==> src/rtl/dmacs_pkg.sv <==
`timescale 1ns/1ps
package dmacs_pkg;
   localparam int unsigned REG_W      = 32;
   localparam int unsigned GRP_CH     = 8;
   localparam int unsigned MAX_CH     = 12;
   localparam int unsigned OFS_CTL0   = 'h00;
   localparam int unsigned OFS_CTL1   = 'h04;
   localparam int unsigned OFS_CTL2   = 'h08;
   localparam int unsigned OFS_CTL3   = 'h0C;
   localparam int unsigned OFS_STS0   = 'h10;
   localparam int unsigned OFS_STS1   = 'h14;
   localparam int unsigned OFS_STS2   = 'h18;
   localparam int unsigned ERR_SHIFT  = 8;
   localparam int unsigned PHASE_BASE = 16;

   typedef enum logic [1:0] {
      MODE_OFF    = 2'd0,
      MODE_CHAIN  = 2'd1,
      MODE_SINGLE = 2'd2,
      MODE_RSVD   = 2'd3
   } xfer_mode_e;
endpackage

==> src/rtl/dmacs_chan_cfg.sv <==
`timescale 1ns/1ps
module dmacs_chan_cfg
   import dmacs_pkg::*;
(
   input  logic       clk,
   input  logic       rst_n,
   input  logic       wr_sel,
   input  logic [3:0] wr_nib,
   output logic [1:0] mode_o,
   output logic       dir_o,
   output logic       start_o
);
   logic [1:0] mode_q;
   logic       dir_q;
   logic       start_q;

   always_ff @(posedge clk or negedge rst_n) begin
      if (!rst_n) begin
         mode_q  <= MODE_OFF;
         dir_q   <= 1'b0;
         start_q <= 1'b0;
      end else begin
         start_q <= 1'b0;
         if (wr_sel) begin
            mode_q  <= wr_nib[1:0];
            dir_q   <= wr_nib[2];
            start_q <= (wr_nib[1:0] != MODE_OFF);
         end
      end
   end

   assign mode_o  = mode_q;
   assign dir_o   = dir_q;
   assign start_o = start_q;

   logic unused_nib;
   assign unused_nib = wr_nib[3];

   // fields only move on a write to their own register
   p_cfg_hold_r2: assert property (@(posedge clk) disable iff (!rst_n)
      !wr_sel |=> ($stable(mode_q) && $stable(dir_q)));
   // a start pulse always follows a write to this field
   p_start_cause_r3: assert property (@(posedge clk) disable iff (!rst_n)
      start_q |-> $past(wr_sel));
   // the pulse lasts one cycle unless the field is written again
   p_start_single_r3: assert property (@(posedge clk) disable iff (!rst_n)
      (start_q && !wr_sel) |=> !start_q);
endmodule

==> src/rtl/dmacs_chan_flags.sv <==
`timescale 1ns/1ps
module dmacs_chan_flags (
   input  logic clk,
   input  logic rst_n,
   input  logic done_i,
   input  logic err_i,
   input  logic clr_wr,
   input  logic clr_int,
   input  logic clr_err,
   output logic int_o,
   output logic err_o
);
   logic int_q;
   logic err_q;

   always_ff @(posedge clk or negedge rst_n) begin
      if (!rst_n) begin
         int_q <= 1'b0;
         err_q <= 1'b0;
      end else begin
         if (done_i || err_i)        int_q <= 1'b1;
         else if (clr_wr && clr_int) int_q <= 1'b0;
         if (err_i)                  err_q <= 1'b1;
         else if (clr_wr && clr_err) err_q <= 1'b0;
      end
   end

   assign int_o = int_q;
   assign err_o = err_q;

   // an error event raises both flags
   p_err_both_r6: assert property (@(posedge clk) disable iff (!rst_n)
      err_i |=> (int_q && err_q));
   // a set event beats a simultaneous clear
   p_set_wins_r7: assert property (@(posedge clk) disable iff (!rst_n)
      (done_i && clr_wr && clr_int) |=> int_q);
   // a one written without a competing event clears the flag
   p_clear_r7: assert property (@(posedge clk) disable iff (!rst_n)
      (clr_wr && clr_int && !done_i && !err_i) |=> !int_q);
endmodule

==> src/rtl/dmacs_regs.sv <==
`timescale 1ns/1ps
module dmacs_regs
   import dmacs_pkg::*;
#(
   parameter int unsigned NUM_CH = 12,
   parameter int unsigned ADDR_W = 5
) (
   input  logic                  clk,
   input  logic                  rst_n,
   input  logic                  reg_wr,
   input  logic [ADDR_W-1:0]     reg_addr,
   input  logic [31:0]           reg_wdata,
   output logic [31:0]           reg_rdata,
   input  logic [NUM_CH-1:0]     ch_done,
   input  logic [NUM_CH-1:0]     ch_err,
   input  logic [2*NUM_CH-1:0]   ch_phase,
   output logic [2*NUM_CH-1:0]   ch_mode,
   output logic [NUM_CH-1:0]     ch_dir,
   output logic [NUM_CH-1:0]     ch_start,
   output logic                  irq
);
   localparam int unsigned NIB_W = 4;

   if (NUM_CH < 1 || NUM_CH > MAX_CH) begin : g_bad_nch
      $error("dmacs_regs: NUM_CH out of range 1..12");
   end
   if (ADDR_W < 5) begin : g_bad_aw
      $error("dmacs_regs: ADDR_W must reach offset 0x18");
   end

   logic wr_ctl0, wr_ctl2, wr_ctl3, wr_sts0, wr_sts2;
   assign wr_ctl0 = reg_wr && (reg_addr == ADDR_W'(OFS_CTL0));
   assign wr_ctl2 = reg_wr && (reg_addr == ADDR_W'(OFS_CTL2));
   assign wr_ctl3 = reg_wr && (reg_addr == ADDR_W'(OFS_CTL3));
   assign wr_sts0 = reg_wr && (reg_addr == ADDR_W'(OFS_STS0));
   assign wr_sts2 = reg_wr && (reg_addr == ADDR_W'(OFS_STS2));

   logic [NUM_CH-1:0] int_v;
   logic [NUM_CH-1:0] err_v;
   logic [NUM_CH-1:0] en_q;

   for (genvar n = 0; n < NUM_CH; n++) begin : g_ch
      localparam int unsigned K = n % GRP_CH;
      logic cfg_sel;
      logic clr_sel;
      if (n < GRP_CH) begin : g_lo
         assign cfg_sel = wr_ctl0;
         assign clr_sel = wr_sts0;
      end else begin : g_hi
         assign cfg_sel = wr_ctl3;
         assign clr_sel = wr_sts2;
      end

      dmacs_chan_cfg u_cfg (
         .clk     (clk),
         .rst_n   (rst_n),
         .wr_sel  (cfg_sel),
         .wr_nib  (reg_wdata[NIB_W*K +: NIB_W]),
         .mode_o  (ch_mode[2*n +: 2]),
         .dir_o   (ch_dir[n]),
         .start_o (ch_start[n])
      );

      dmacs_chan_flags u_flg (
         .clk     (clk),
         .rst_n   (rst_n),
         .done_i  (ch_done[n]),
         .err_i   (ch_err[n]),
         .clr_wr  (clr_sel),
         .clr_int (reg_wdata[K]),
         .clr_err (reg_wdata[K + ERR_SHIFT]),
         .int_o   (int_v[n]),
         .err_o   (err_v[n])
      );
   end

   always_ff @(posedge clk or negedge rst_n) begin
      if (!rst_n) begin
         en_q <= '0;
      end else if (wr_ctl2) begin
         for (int n = 0; n < NUM_CH; n++)
            en_q[n] <= reg_wdata[(n < GRP_CH) ? n : n + GRP_CH];
      end
   end

   logic [31:0] ctl_lo, ctl_hi, en_w, sts_lo, sts_hi;
   always_comb begin
      ctl_lo = '0;
      ctl_hi = '0;
      en_w   = '0;
      sts_lo = '0;
      sts_hi = '0;
      for (int n = 0; n < NUM_CH; n++) begin
         if (n < GRP_CH) begin
            ctl_lo[NIB_W*(n%GRP_CH) +: NIB_W] = {1'b0, ch_dir[n], ch_mode[2*n +: 2]};
            en_w[n]                             = en_q[n];
            sts_lo[n%GRP_CH]                    = int_v[n];
            sts_lo[(n%GRP_CH) + ERR_SHIFT]      = err_v[n];
            sts_lo[PHASE_BASE + 2*(n%GRP_CH) +: 2] = ch_phase[2*n +: 2];
         end else begin
            ctl_hi[NIB_W*(n%GRP_CH) +: NIB_W] = {1'b0, ch_dir[n], ch_mode[2*n +: 2]};
            en_w[n + GRP_CH]                    = en_q[n];
            sts_hi[n%GRP_CH]                    = int_v[n];
            sts_hi[(n%GRP_CH) + ERR_SHIFT]      = err_v[n];
            sts_hi[PHASE_BASE + 2*(n%GRP_CH) +: 2] = ch_phase[2*n +: 2];
         end
      end
   end

   always_comb begin
      reg_rdata = '0;
      if      (reg_addr == ADDR_W'(OFS_CTL0)) reg_rdata = ctl_lo;
      else if (reg_addr == ADDR_W'(OFS_CTL2)) reg_rdata = en_w;
      else if (reg_addr == ADDR_W'(OFS_CTL3)) reg_rdata = ctl_hi;
      else if (reg_addr == ADDR_W'(OFS_STS0)) reg_rdata = sts_lo;
      else if (reg_addr == ADDR_W'(OFS_STS2)) reg_rdata = sts_hi;
   end

   assign irq = |(int_v & en_q);

   logic unused_wdata;
   assign unused_wdata = ^reg_wdata;

   // enables only move on a write to the enable word
   p_en_hold_r4: assert property (@(posedge clk) disable iff (!rst_n)
      !wr_ctl2 |=> $stable(en_q));
   // writes to the spare offsets leave configuration untouched
   p_spare_quiet_r10: assert property (@(posedge clk) disable iff (!rst_n)
      (reg_wr && (reg_addr == ADDR_W'(OFS_CTL1) || reg_addr == ADDR_W'(OFS_STS1)))
      |=> ($stable(ch_mode) && $stable(ch_dir) && $stable(en_q) && (ch_start == '0)));
   // no enable, no interrupt
   p_irq_gated_r9: assert property (@(posedge clk) disable iff (!rst_n)
      (en_q == '0) |-> !irq);
endmodule

==> config.mk <==
export PLATFORM = sky130hd
export DESIGN_NAME = dmacs_regs
export DESIGN_NICKNAME = d
export VERILOG_FILES = /design/src/rtl/dmacs_pkg.sv /design/src/rtl/dmacs_chan_cfg.sv /design/src/rtl/dmacs_chan_flags.sv /design/src/rtl/dmacs_regs.sv
export SDC_FILE = /design/constraint.sdc
export NUM_CORES = 1
export LEC_CHECK = 0
export BUFFER_PORTS_ARGS = -buffer_cell sky130_fd_sc_hd__buf_4
export CAP_MARGIN = 20
export CORE_ASPECT_RATIO = 1.1
export CORE_MARGIN = 1
export CORE_UTILIZATION = 44
export CTS_CLUSTER_DIAMETER = 80
export DETAILED_ROUTE_END_ITERATION = 8
export HOLD_SLACK_MARGIN = 0.03
export PLACE_DENSITY = 0.89
export SYNTH_ARGS = -nofsm -noshare
export SYNTH_HDL_FRONTEND = slang
export SYNTH_SLANG_ARGS = --single-unit
==> constraint.sdc <==
create_clock -name clk -period 1.42 [get_ports clk]
set_clock_uncertainty 0.1 [all_clocks]
set_input_delay 0.142 -clock clk [delete_from_list [all_inputs] [get_ports clk]]
set_output_delay 0.142 -clock clk [all_outputs]
set_load 0.02 [all_outputs]
## Yosys cells after proc, flatten, opt, wreduce, memory -nomap -nowiden

Cells that the tools add are included.

- Equal/unequal tests: 4
- Reductions and logical operators: 75
- Multiplexer cells: 65
- Bitwise gates (word level): 1

Operators by type and width:

| operator | number |
|---|---|
| $mux W32 | 4 |
| $reduce_bool A2 Y1 | 32 |
| $mux W1 | 60 |
| $logic_and A1 B1 Y1 | 29 |
| $mux W24 | 1 |
| $and A12 B12 Y12 | 1 |
| $logic_or A1 B1 Y1 | 12 |
| $reduce_or A12 Y1 | 1 |
| $eq A5 B4 Y1 const B | 2 |
| $eq A5 B5 Y1 const B | 2 |
| $logic_not A5 Y1 | 1 |

- Output and inout bits: 81
- Register bits after elaboration: 84

## Longest topological paths before layout

Gate-level depths: netlist (run 1).

- Depth after elaboration: 6
- Mapped depth: 7
- Depth with buffers taken out: 4

## Hierarchy

A second synthesis (run 1) with hierarchy kept.

- Cells, all modules: 326
- Area total of the unflattened synthesis: 3,942.5 um^2

Modules (own cells, without submodules):

| module | cells each | seq. area each (um^2) | times used | area an instance (um^2) |
|---|---|---|---|---|
| dmacs_chan_cfg | 8 | 100.1 | 12 | 141.4 |
| dmacs_regs | 158 | 300.3 | 1 | 1,360.1 |
| dmacs_chan_flags | 6 | 50.0 | 12 | 73.8 |

## Worst setup path after synthesis (run 1)

No wires, ideal clock.

- Path type: input to output
- From: in reg_addr[0]
- To: out reg_rdata[4]
- Data required time: 1,178 ps
- Slack: -307 ps
- Cell stages on the path: 6
- Buffers on the path: 2
- Data arrival time: 1,485 ps
- Cells stage by stage: buf_2 > or3_1 > nor2_2 > buf_2 > a22oi_1 > o21ai_1

- Longest elaborated chain between the ends: 5
- Elaborated cells between the ends (all ways): 8
- Classes of those cells: eq/ne (3); mux (4); reduce/logical (1)

Ends and longest elaborated chain:

| item | RTL line | text |
|---|---|---|
| start, declared | dmacs_regs.sv:11 | `input logic [ADDR_W-1:0] reg_addr,` |
| $eq A5 B5 Y1 | dmacs_regs.sv:115 | `else if (reg_addr == ADDR_W'(OFS_STS0)) reg_rdata = sts_lo;` |
| $mux W32 | dmacs_regs.sv:115 |  |
| $mux W32 | dmacs_regs.sv:114 | `else if (reg_addr == ADDR_W'(OFS_CTL3)) reg_rdata = ctl_hi;` |
| $mux W32 | dmacs_regs.sv:113 | `else if (reg_addr == ADDR_W'(OFS_CTL2)) reg_rdata = en_w;` |
| $mux W32 (*) | dmacs_regs.sv:112 | `if (reg_addr == ADDR_W'(OFS_CTL0)) reg_rdata = ctl_lo;` |
| end, declared | dmacs_regs.sv:13 | `output logic [31:0] reg_rdata,` |

Every way passes the cells marked *; elsewhere a longest branch is shown, timed or not.

## Worst setup path in the final report (run 1)

- From: reg g_ch[6].u_flg.int_q
- To: out irq

- Longest elaborated chain between the ends: 2

Ends and longest elaborated chain:

| item | RTL line | text |
|---|---|---|
| start, declared | dmacs_chan_flags.sv:13 | `logic int_q;` |
| start signal, assigned | dmacs_chan_flags.sv:18 | `int_q <= 1'b0;` |
| start signal, assigned | dmacs_chan_flags.sv:21 | `if (done_i \|\| err_i) int_q <= 1'b1;` |
| start signal, assigned | dmacs_chan_flags.sv:22 | `else if (clr_wr && clr_int) int_q <= 1'b0;` |
| $and A12 B12 Y12 | dmacs_regs.sv:119 | `assign irq = \|(int_v & en_q);` |
| $reduce_or A12 Y1 | dmacs_regs.sv:119 |  |
| end, declared | dmacs_regs.sv:20 | `output logic irq` |

No other way between the ends.

==> results.toml, run 1 <==
[outcome]
status = "complete, but fails checks"
violations = "negative setup slack"

[synthesis]
syn-num-nets = 463
synth_cell_types = 39
netlist_area_um2 = 4187
synthCells = 375
synth-seq-cells = 84
yosys_warnings = 0
synth_edf_count = 0
synthArstFlopShare_pct = 100.0
avgSynthCellArea_um2 = 11.16
ys_seq_area_share_pct = 50.21
synthFlopType = "dfrtp_1"

[power]
p_leak_uw = 0.003289
ir_drop_uv = 720.5
power_density_nw_per_um2 = 951.9
p_total_uw = 6730

[global_route]
grt.overflow.total = 0
grt_pass1_vias = 4388
antenna_found_initial = 0
grt_start_max_net_pins = 28
grt_usage_pct = 29.72
grt_pass1_wl_um = 22050

[sta]
setup_viol = 31
fin_setup_tns_ns = -6.455
final_max_slew_viol_count = 0
tightest_slew_ns = 0.3817
fmax_ghz = 0.5581
post-route-period-util_pct = 126.2
rsz0062_at_grt = "yes"
fin_crit_ns = 1.792
finalHoldViolCount = 0
layout_setup_ws_ns = -0.3718
slew_headroom_pct = 74.49

[setup_path]
timing.rr.end = "en_q[3]"
critical_path_peak_fanout = 3
start_kind = "flop"
cp.arrival_ns = 1.55
cp_top_family = "compound AO/OA/AOI/OAI gates"
slowest_delay_ns = 0.43
r2r_cells = 2
endpoint_kind = "output pin"
required_ns = 1.18
regToRegSetupSlack_ns = 0.37
path_class = "reg2out"
critPathSlowestCell = "dfrtp_1"
path_cells = "a22o_1 > a221oi_1 > nand3_1 > buf_6"
path_buf_inv = 1
r2r-start = "en_q[3]"

[routing]
vias_per_cell = 5.635
drc = 0
drt-pass1-iter-count = 5
drt-total-wl_um = 14780
vias = 4164
wire_per_inst_um = 20.00
drt_iter0_drc = 214
ant_nets = 0

[floorplanning]
die_h_um = 104.3
start_util_pct = 46.24
pin_count = 169
num_rows = 36
die_w_um = 95.01
dieArea_um2 = 9910
coreArea_um2 = 9054

[cells_and_area]
final_cell_mix = "buf_4 (177), dfrtp_1 (84), dlygate4sd3_1 (55), buf_6 (37), nand2_1 (28)"
fin_util_pct = 78.10
final_net_count = 709
drive_above_1_share_pct = 53.44
stdcell_area_um2 = 7071
diodes = 0
layout.cells.most_common = "buf_4"
area_delta_synth_final_pct = 68.89

[placed_design]
preCtsSetupSlack_ns = -0.2874
placed_area_um2 = 5798
io_buffers = 165
gp_congestion = 0.9245
hpwl_um = 9316

[job]
maxCapViolCount = 0

[clock_network]
clk_latency_ns = 0.36
clock_sinks = 84
cts_root_buffer = "clkbuf_8"
numCtsBuffers = 9
clock_path_buffers = 2
cts_tree = "built"
h-tree-depth = 3
clkTransAtPathRegs_ns = 0.08

[worst_hold_path]
hp-class = "in2async"
## layer usage
metal | track usage, % | wire [µm]
met1 | 33.43 | 5433
met4 | 15.48 | 600
met5 | 0 | 0
met2 | 52.42 | 7860
met3 | 5.263 | 883
## cell families after synthesis
| family | after synthesis | synth area share, % |
|---|---|---|
| AND/OR/NAND/NOR | 109 | 13.00 |
| flip-flops | 84 | 50.21 |
| AO/OA/AOI/OAI | 82 | 14.56 |
| multiplexers | 56 | 15.27 |
| buffers and inverters | 44 | 6.963 |
## state kept, by name (all words and copies together) (netlist names)
signal / cells
en_q: 12
g_ch.u_cfg.dir_o: 12
g_ch.u_flg.err_o: 12
g_ch.u_cfg.start_o: 12
g_ch.u_flg.int_o: 12
g_ch.u_cfg.mode_o: 24
## cells in the mapped netlist (3+ instances only)
cell,n,area (µm²)
o31ai_1,3,22.52
nor2_1,32,120.1
a221oi_1,3,26.28
a22oi_1,15,112.6
nor2b_1,3,18.77
a211o_1,12,105.1
buf_2,11,55.05
nand2_1,42,157.7
a222oi_1,3,30.03
a211oi_1,3,22.52
o21ai_1,6,30.03
nand2b_1,10,62.56
a2bb2oi_1,3,26.28
dfrtp_1,84,2102
buf_4,26,195.2
mux2_1,29,326.6
a21oi_1,13,65.06
mux2_2,24,270.3
and2_1,5,31.28
clkbuf_1,4,15.01
a21o_1,12,90.09
a22o_1,9,78.83
## report_power, final
part / internal, µW / total (µW) / leakage (µW) / switching [µW]
clock network: 1030 / 1900 / 0.000109 / 874
logic: 1020 / 1900 / 0.00219 / 880
registers: 2660 / 2930 / 0.000992 / 268
## worst max path at each step
stage	slack (ns)	endpoint	depth (start not counted)	startpoint
2_1_floorplan	-0.13	reg_rdata[0]	7	reg_addr[0]
3_3_place_gp	-0.26	reg_rdata[13]	8	reg_addr[1]
3_5_place_dp	-0.29	reg_rdata[4]	7	reg_addr[1]
4_1_cts	-0.35	reg_rdata[16]	3	en_q[8]
5_1_grt	-0.42	irq	4	en_q[6]
6_report	-0.37	irq	4	g_ch[6].u_flg.int_o
## through the flow
step	instances	hold slack, ns
after floorplan	375	-0.2536
after global placement	653	-0.07572
after detailed placement	653	-0.07477
after CTS	735	0.07586
after global routing	739	0.1120
final	739	0.08593
## area by class of cell
cell class / instances / area, µm²
Multi-Input combinational cell: 247 / 2130
Timing Repair Buffer: 279 / 2481
Clock inverter: 4 / 73.82
Tap cell: 114 / 142.6
Clock buffer: 11 / 141.4
Sequential cell: 84 / 2102
Fill cell: 513 / 1983
## timing repair
action                                  CTS  global route
endpoints found under the setup margin   30            32
pin swaps                                21            18
hold buffers                             55             0
hold endpoints to repair                168             0
cloned                                    2             0
gates resized for setup                  69            26
setup buffers                            10             6
No activity file was read; power rests on OpenSTA's default activity.
==> run 2, diff against run 1 <==
- BUFFER_PORTS_ARGS: -buffer_cell sky130_fd_sc_hd__buf_4 -> not set
- CORE_UTILIZATION: 44 -> 50
- DONT_BUFFER_PORTS: not set -> 1
- PLACE_DENSITY: 0.89 -> 0.8
==> results.toml, run 2 (synthesis results as in run 1) <==
[setup_path]
slowest_delay_ns = 0.41
regToRegSetupSlack_ns = 0.08
path_cells = "a22o_1 > a221oi_2 > nand3_1 > buf_6"
path_buf_inv = 1
path_class = "reg2out"
critical_path_peak_fanout = 2
start_kind = "flop"
cp-endpoint = "irq"
critPathSlowestCell = "dfrtp_1"
worst-path-stages = 4
r2r-start = "g_ch[8].u_flg.err_o"
cp_top_family = "compound AO/OA/AOI/OAI gates"
cp-startpoint = "en_q[11]"
endpoint_kind = "output pin"
cp.arrival_ns = 1.56
timing.rr.end = "g_ch[8].u_flg.err_o"
required_ns = 1.18
r2r_cells = 2

[placed_design]
placed_area_um2 = 4564
hpwl_um = 7873
place_inst = 487
io_buffers = 0
gp_congestion = 0.8288

[sta]
setup_viol = 28
fin_crit_ns = 1.803
fmax_ghz = 0.5545
layout_setup_ws_ns = -0.3833
finalHoldViolCount = 84
tightest_slew_ns = 0.5371
final_max_slew_viol_count = 0
post-route-period-util_pct = 127.0
rsz0062_at_grt = "yes"
slew_headroom_pct = 63.98
whs_ns = -0.6344

[power]
p_sw_uw = 1825
switching_share_pct = 30.29
p_clk_share_pct = 28.6
p_int_uw = 4201
comb_power_share_pct = 19.7
p_total_uw = 6027
power_density_nw_per_um2 = 1017
ir_drop_uv = 564.3
p_leak_uw = 0.002504
pwr-share-seq_pct = 51.7

[clock_network]
cts_root_buffer = "clkbuf_8"
h-tree-depth = 3
clk_latency_ns = 0.35
cts_tree = "built"
clock_sinks = 84
numCtsBuffers = 9
clkTransAtPathRegs_ns = 0.08
holdBufCountCts = 59
clock_path_buffers = 2

[job]
maxCapViolCount = 0

[floorplanning]
dieArea_um2 = 8743
pin_count = 169
start_util_pct = 52.35
die_w_um = 89.25
num_rows = 34
die_h_um = 97.97
coreArea_um2 = 7998

[routing]
ant_nets = 0
drt-total-wl_um = 12940
wire_per_inst_um = 22.24
drt_iter0_drc = 169
drt-pass1-iter-count = 5
drc = 0
vias_per_cell = 5.966
vias = 3472

[global_route]
grt_pass1_wl_um = 19390
grt_usage_pct = 30.01
grt.busiest_layer = "met2"
antenna_found_initial = 0
met1_usage_pct = 33.68
met2_usage_pct = 52.38
use_met3_pct = 7.270
grt.overflow.total = 0
grt_start_max_net_pins = 85
grt_pass1_vias = 3705

[cells_and_area]
stdcell_area_um2 = 5923
nFillCells = 530
final_net_count = 558
final_cells = 582
diodes = 0
largest_reg_flops = 24
layout.cells.most_common = "dfrtp_1"
area_delta_synth_final_pct = 41.48
fin_util_pct = 74.06
drive_above_1_share_pct = 41.56
final_cell_mix = "dfrtp_1 (74), dlygate4sd3_1 (58), buf_4 (46), nor2_1 (32), nand2_1 (31)"

[outcome]
status = "complete, but fails checks"
violations = "negative hold slack, negative setup slack"

[worst_hold_path]
hp-class = "in2async"
==> run 2: cell count changes in the layout (fill, tap and decap cells not counted), moves of 5 or more <==
| cell | change |
|---|---|
| buf_4 | -131 |
| a22o_1 | -6 |
| dfrtp_1 | -10 |
| a21oi_2 | +5 |
| dfrtp_2 | +10 |
| buf_6 | -19 |
| nor2_1 | +5 |
| a21oi_1 | -6 |
| a22o_4 | +6 |
==> run 2: through the flow <==
stage,hold WS [ns],worst slack (ns),setup TNS [ns]
2_1_floorplan,-0.2536,-0.1314,-2.894
3_3_place_gp,-0.2514,-0.06315,-1.450
3_5_place_dp,-0.2517,-0.09068,-2.517
4_1_cts,-0.6479,-0.3094,-3.650
5_1_grt,-0.6644,-0.4283,-4.183
6_report,-0.6344,-0.3833,-3.051
==> run 2: worst min-delay path by stage <==
stage	start	slack [ns]	endpoint	depth (start not counted)
final	rst_n	-0.63	g_ch[4].u_cfg.dir_o	0
after global routing	rst_n	-0.66	g_ch[4].u_cfg.start_o	0
after global placement	rst_n	-0.25	g_ch[4].u_cfg.dir_o	0
after CTS	rst_n	-0.65	g_ch[4].u_cfg.start_o	0
after detailed placement	rst_n	-0.25	g_ch[4].u_cfg.dir_o	0
after floorplan	rst_n	-0.25	en_q[0]	0
==> run 2: cell type report <==
| cell class | count | area (µm²) | area share (%) |
|---|---|---|---|
| clock buffer | 11 | 141.4 | 2.387 |
| clock inverter | 4 | 50.05 | 0.8450 |
| multi-input combinational | 247 | 2246 | 37.92 |
| sequential | 84 | 2115 | 35.70 |
| tap | 108 | 135.1 | 2.281 |
| timing repair buffer | 128 | 1236 | 20.87 |
==> run 2: power groups by stage <==
stage	logic (µW)	registers (µW)	clock network (µW)
floorplan	738	3040	0
global placement	794	3090	0
detailed placement	821	3110	0
CTS	1110	3090	1730
global route	1250	3160	1840
finish	1190	3120	1720
==> run 2: repair_timing <==
action                     CTS  global route
setup endpoints to repair   30            47
resized for setup           61            36
cloned                       2             1
hold endpoints to repair   168            84
setup buffers                9            15
pin swaps                   28            19
==> run 2: routing by layer <==
layer	vias up	wire, µm
li1	1502	-
met1	1776	4856
met2	169	6828
met3	25	922
met4	0	335
met5	-	0
==> run 3, diff against run 2 <==
- ABC_AREA: not set -> 1
- MAX_ROUTING_LAYER: not set -> met4
==> results.toml, run 3 <==
[power]
p_total_uw = 6117
ir_drop_uv = 604.4
power_density_nw_per_um2 = 982.5
p_leak_uw = 0.003051

[routing]
wire_per_inst_um = 19.75
ant_nets = 0
drt-total-wl_um = 16040
vias = 4692
drt-pass1-iter-count = 7
drc = 0
drt_iter0_drc = 422
vias_per_cell = 5.778

[sta]
slew_headroom_pct = 65.28
post-route-period-util_pct = 105.6
layout_setup_ws_ns = -0.08010
tightest_slew_ns = 0.5186
final_max_slew_viol_count = 0
finalHoldViolCount = 84
rsz0062_at_grt = "yes"
setup_viol = 12
fmax_ghz = 0.6666
fin_crit_ns = 1.500
whs_ns = -0.6373

[setup_path]
r2r-start = "g_ch[6].u_flg.int_o"
cp.arrival_ns = 1.26
critical_path_peak_fanout = 2
critPathSlowestCell = "dfrtp_1"
endpoint_kind = "output pin"
path_cells = "o211ai_1 > nand2_1 > nand2_2 > nand2_4"
path_class = "reg2out"
cp-startpoint = "g_ch[9].u_cfg.mode_o[0]"
slowest_delay_ns = 0.42
start_kind = "flop"
required_ns = 1.18

[outcome]
violations = "negative hold slack, negative setup slack"
status = "complete, but fails checks"

[clock_network]
h-tree-depth = 3
cts_root_buffer = "clkbuf_8"
clk_latency_ns = 0.35
cts_tree = "built"
clock_sinks = 84
clock_path_buffers = 2
numCtsBuffers = 9
clkTransAtPathRegs_ns = 0.09

[cells_and_area]
drive_above_1_share_pct = 20.11
largest_reg_flops = 24
stdcell_area_um2 = 6226
final_cell_mix = "nand2_1 (222), dlygate4sd3_1 (100), dfrtp_1 (67), nand3_1 (66), buf_4 (42)"
multi_input_area_um2 = 2008
area_delta_synth_final_pct = 39.97
nFillCells = 585
layout.cells.most_common = "nand2_1"
regArea_um2 = 2123
diodes = 0
final_net_count = 785

[job]
maxCapViolCount = 0

[placed_design]
placed_area_um2 = 4489
io_buffers = 0
hpwl_um = 8497
gp_congestion = 0.8763

[global_route]
grt_start_max_net_pins = 85
antenna_found_initial = 0
grt_usage_pct = 32.70
grt_pass1_vias = 4422
grt.overflow.total = 0
grt_pass1_wl_um = 22270

[synthesis]
ys_seq_area_share_pct = 47.26
synthFlopType = "dfrtp_1"
post-synth-top-count-cell = "nand2_1"
synthCells = 583
synth_top_area_share_pct = 47.26
synth_edf_count = 0
synth_commonest_cells = "nand2_1 (239), dfrtp_1 (84), nand3_1 (72)"
syn-num-nets = 671
yosys_warnings = 0
avgSynthCellArea_um2 = 7.630
synth-seq-cells = 84
netlist_area_um2 = 4448
synthArstFlopShare_pct = 100.0
synth_cell_types = 24
synth_area_leaders = "dfrtp_1 (47%), nand2_1 (20%), nand3_1 (8.1%)"
synth_top_area_cell = "dfrtp_1"

[floorplanning]
pin_count = 169
start_util_pct = 52.36
dieArea_um2 = 9278
coreArea_um2 = 8496
die_h_um = 100.9
die_w_um = 91.93
num_rows = 35

[worst_hold_path]
hp-class = "in2async"
## run 3: cell families after synthesis
kind of cell / count (synthesis) / synth area share (%)
buffers and inverters: 93 / 11.20
DFF: 84 / 47.26
AOI/OAI and AO/OA: 26 / 3.347
and+or+nand+nor: 380 / 38.20
## run 3: routing by layer
metal  track usage (%)  wire [µm]  vias to the layer above
li1                  -          -                     2072
met1             36.73       5839                     2241
met2             56.14       8111                      319
met3             7.391       1568                       60
met4             13.94        517                        0
met5                 -          0                        -
## run 3: cell type report
type,count,share of cell area (%)
inverters,38,2.291
well taps,111,2.231
flip-flops and latches,84,34.10
multi-input cells,406,32.25
clock inverters,5,1.246
clock buffers,10,2.050
repair buffers,158,25.82
## run 3: critical path, delay by kind of cell, from the launching register on
kind / cells / cell delay [ns]
AOI/OAI and AO/OA: 1 / 0.17
and+or+nand+nor: 3 / 0.30
DFF: 1 / 0.42
## run 3: path summary, 6_finish.rpt
path,endpoint,slack [ns],cells after the start
max,reg_rdata[4],-0.08,4
min,g_ch[11].u_cfg.mode_o[1],-0.64,0
max reg2reg,g_ch[6].u_flg.int_o,0.08,3
min reg2reg,g_ch[7].u_flg.err_o,0.41,2
max in group asynchronous,g_ch[4].u_cfg.dir_o,1.71,0
min in group clk,g_ch[9].u_cfg.mode_o[0],0.06,3
## run 3: repair_timing
item	in CTS	in global routing
buffers inserted	5	18
gates resized for setup	36	32
endpoints found under the setup margin	17	36
endpoints found under the hold margin	168	89
pin swaps	24	31
hold buffers	102	7
gates cloned	0	4
## run 3: per-stage QoR
step | TNS [ns] | instances | utilization [%] | setup WS (ns) | hold slack, ns
2_1_floorplan | 0 | 583 | - | 0.05230 | -0.2536
3_3_place_gp | 0 | 666 | 52.84 | 0.07891 | -0.2519
3_5_place_dp | 0 | 666 | 52.84 | 0.04705 | -0.2521
4_1_cts | -0.4177 | 788 | 69.01 | -0.06319 | -0.6477
5_1_grt | -1.211 | 812 | 73.28 | -0.1268 | -0.6517
6_report | -0.4580 | 812 | 73.28 | -0.08010 | -0.6373
## run 3: power breakdown
| part | total [µW] | switching, µW | leakage (µW) | internal [µW] |
|---|---|---|---|---|
| combinational | 1120 | 633 | 0.00198 | 489 |
| clock | 1880 | 899 | 0.000102 | 977 |
| sequential | 3120 | 446 | 0.000969 | 2670 |
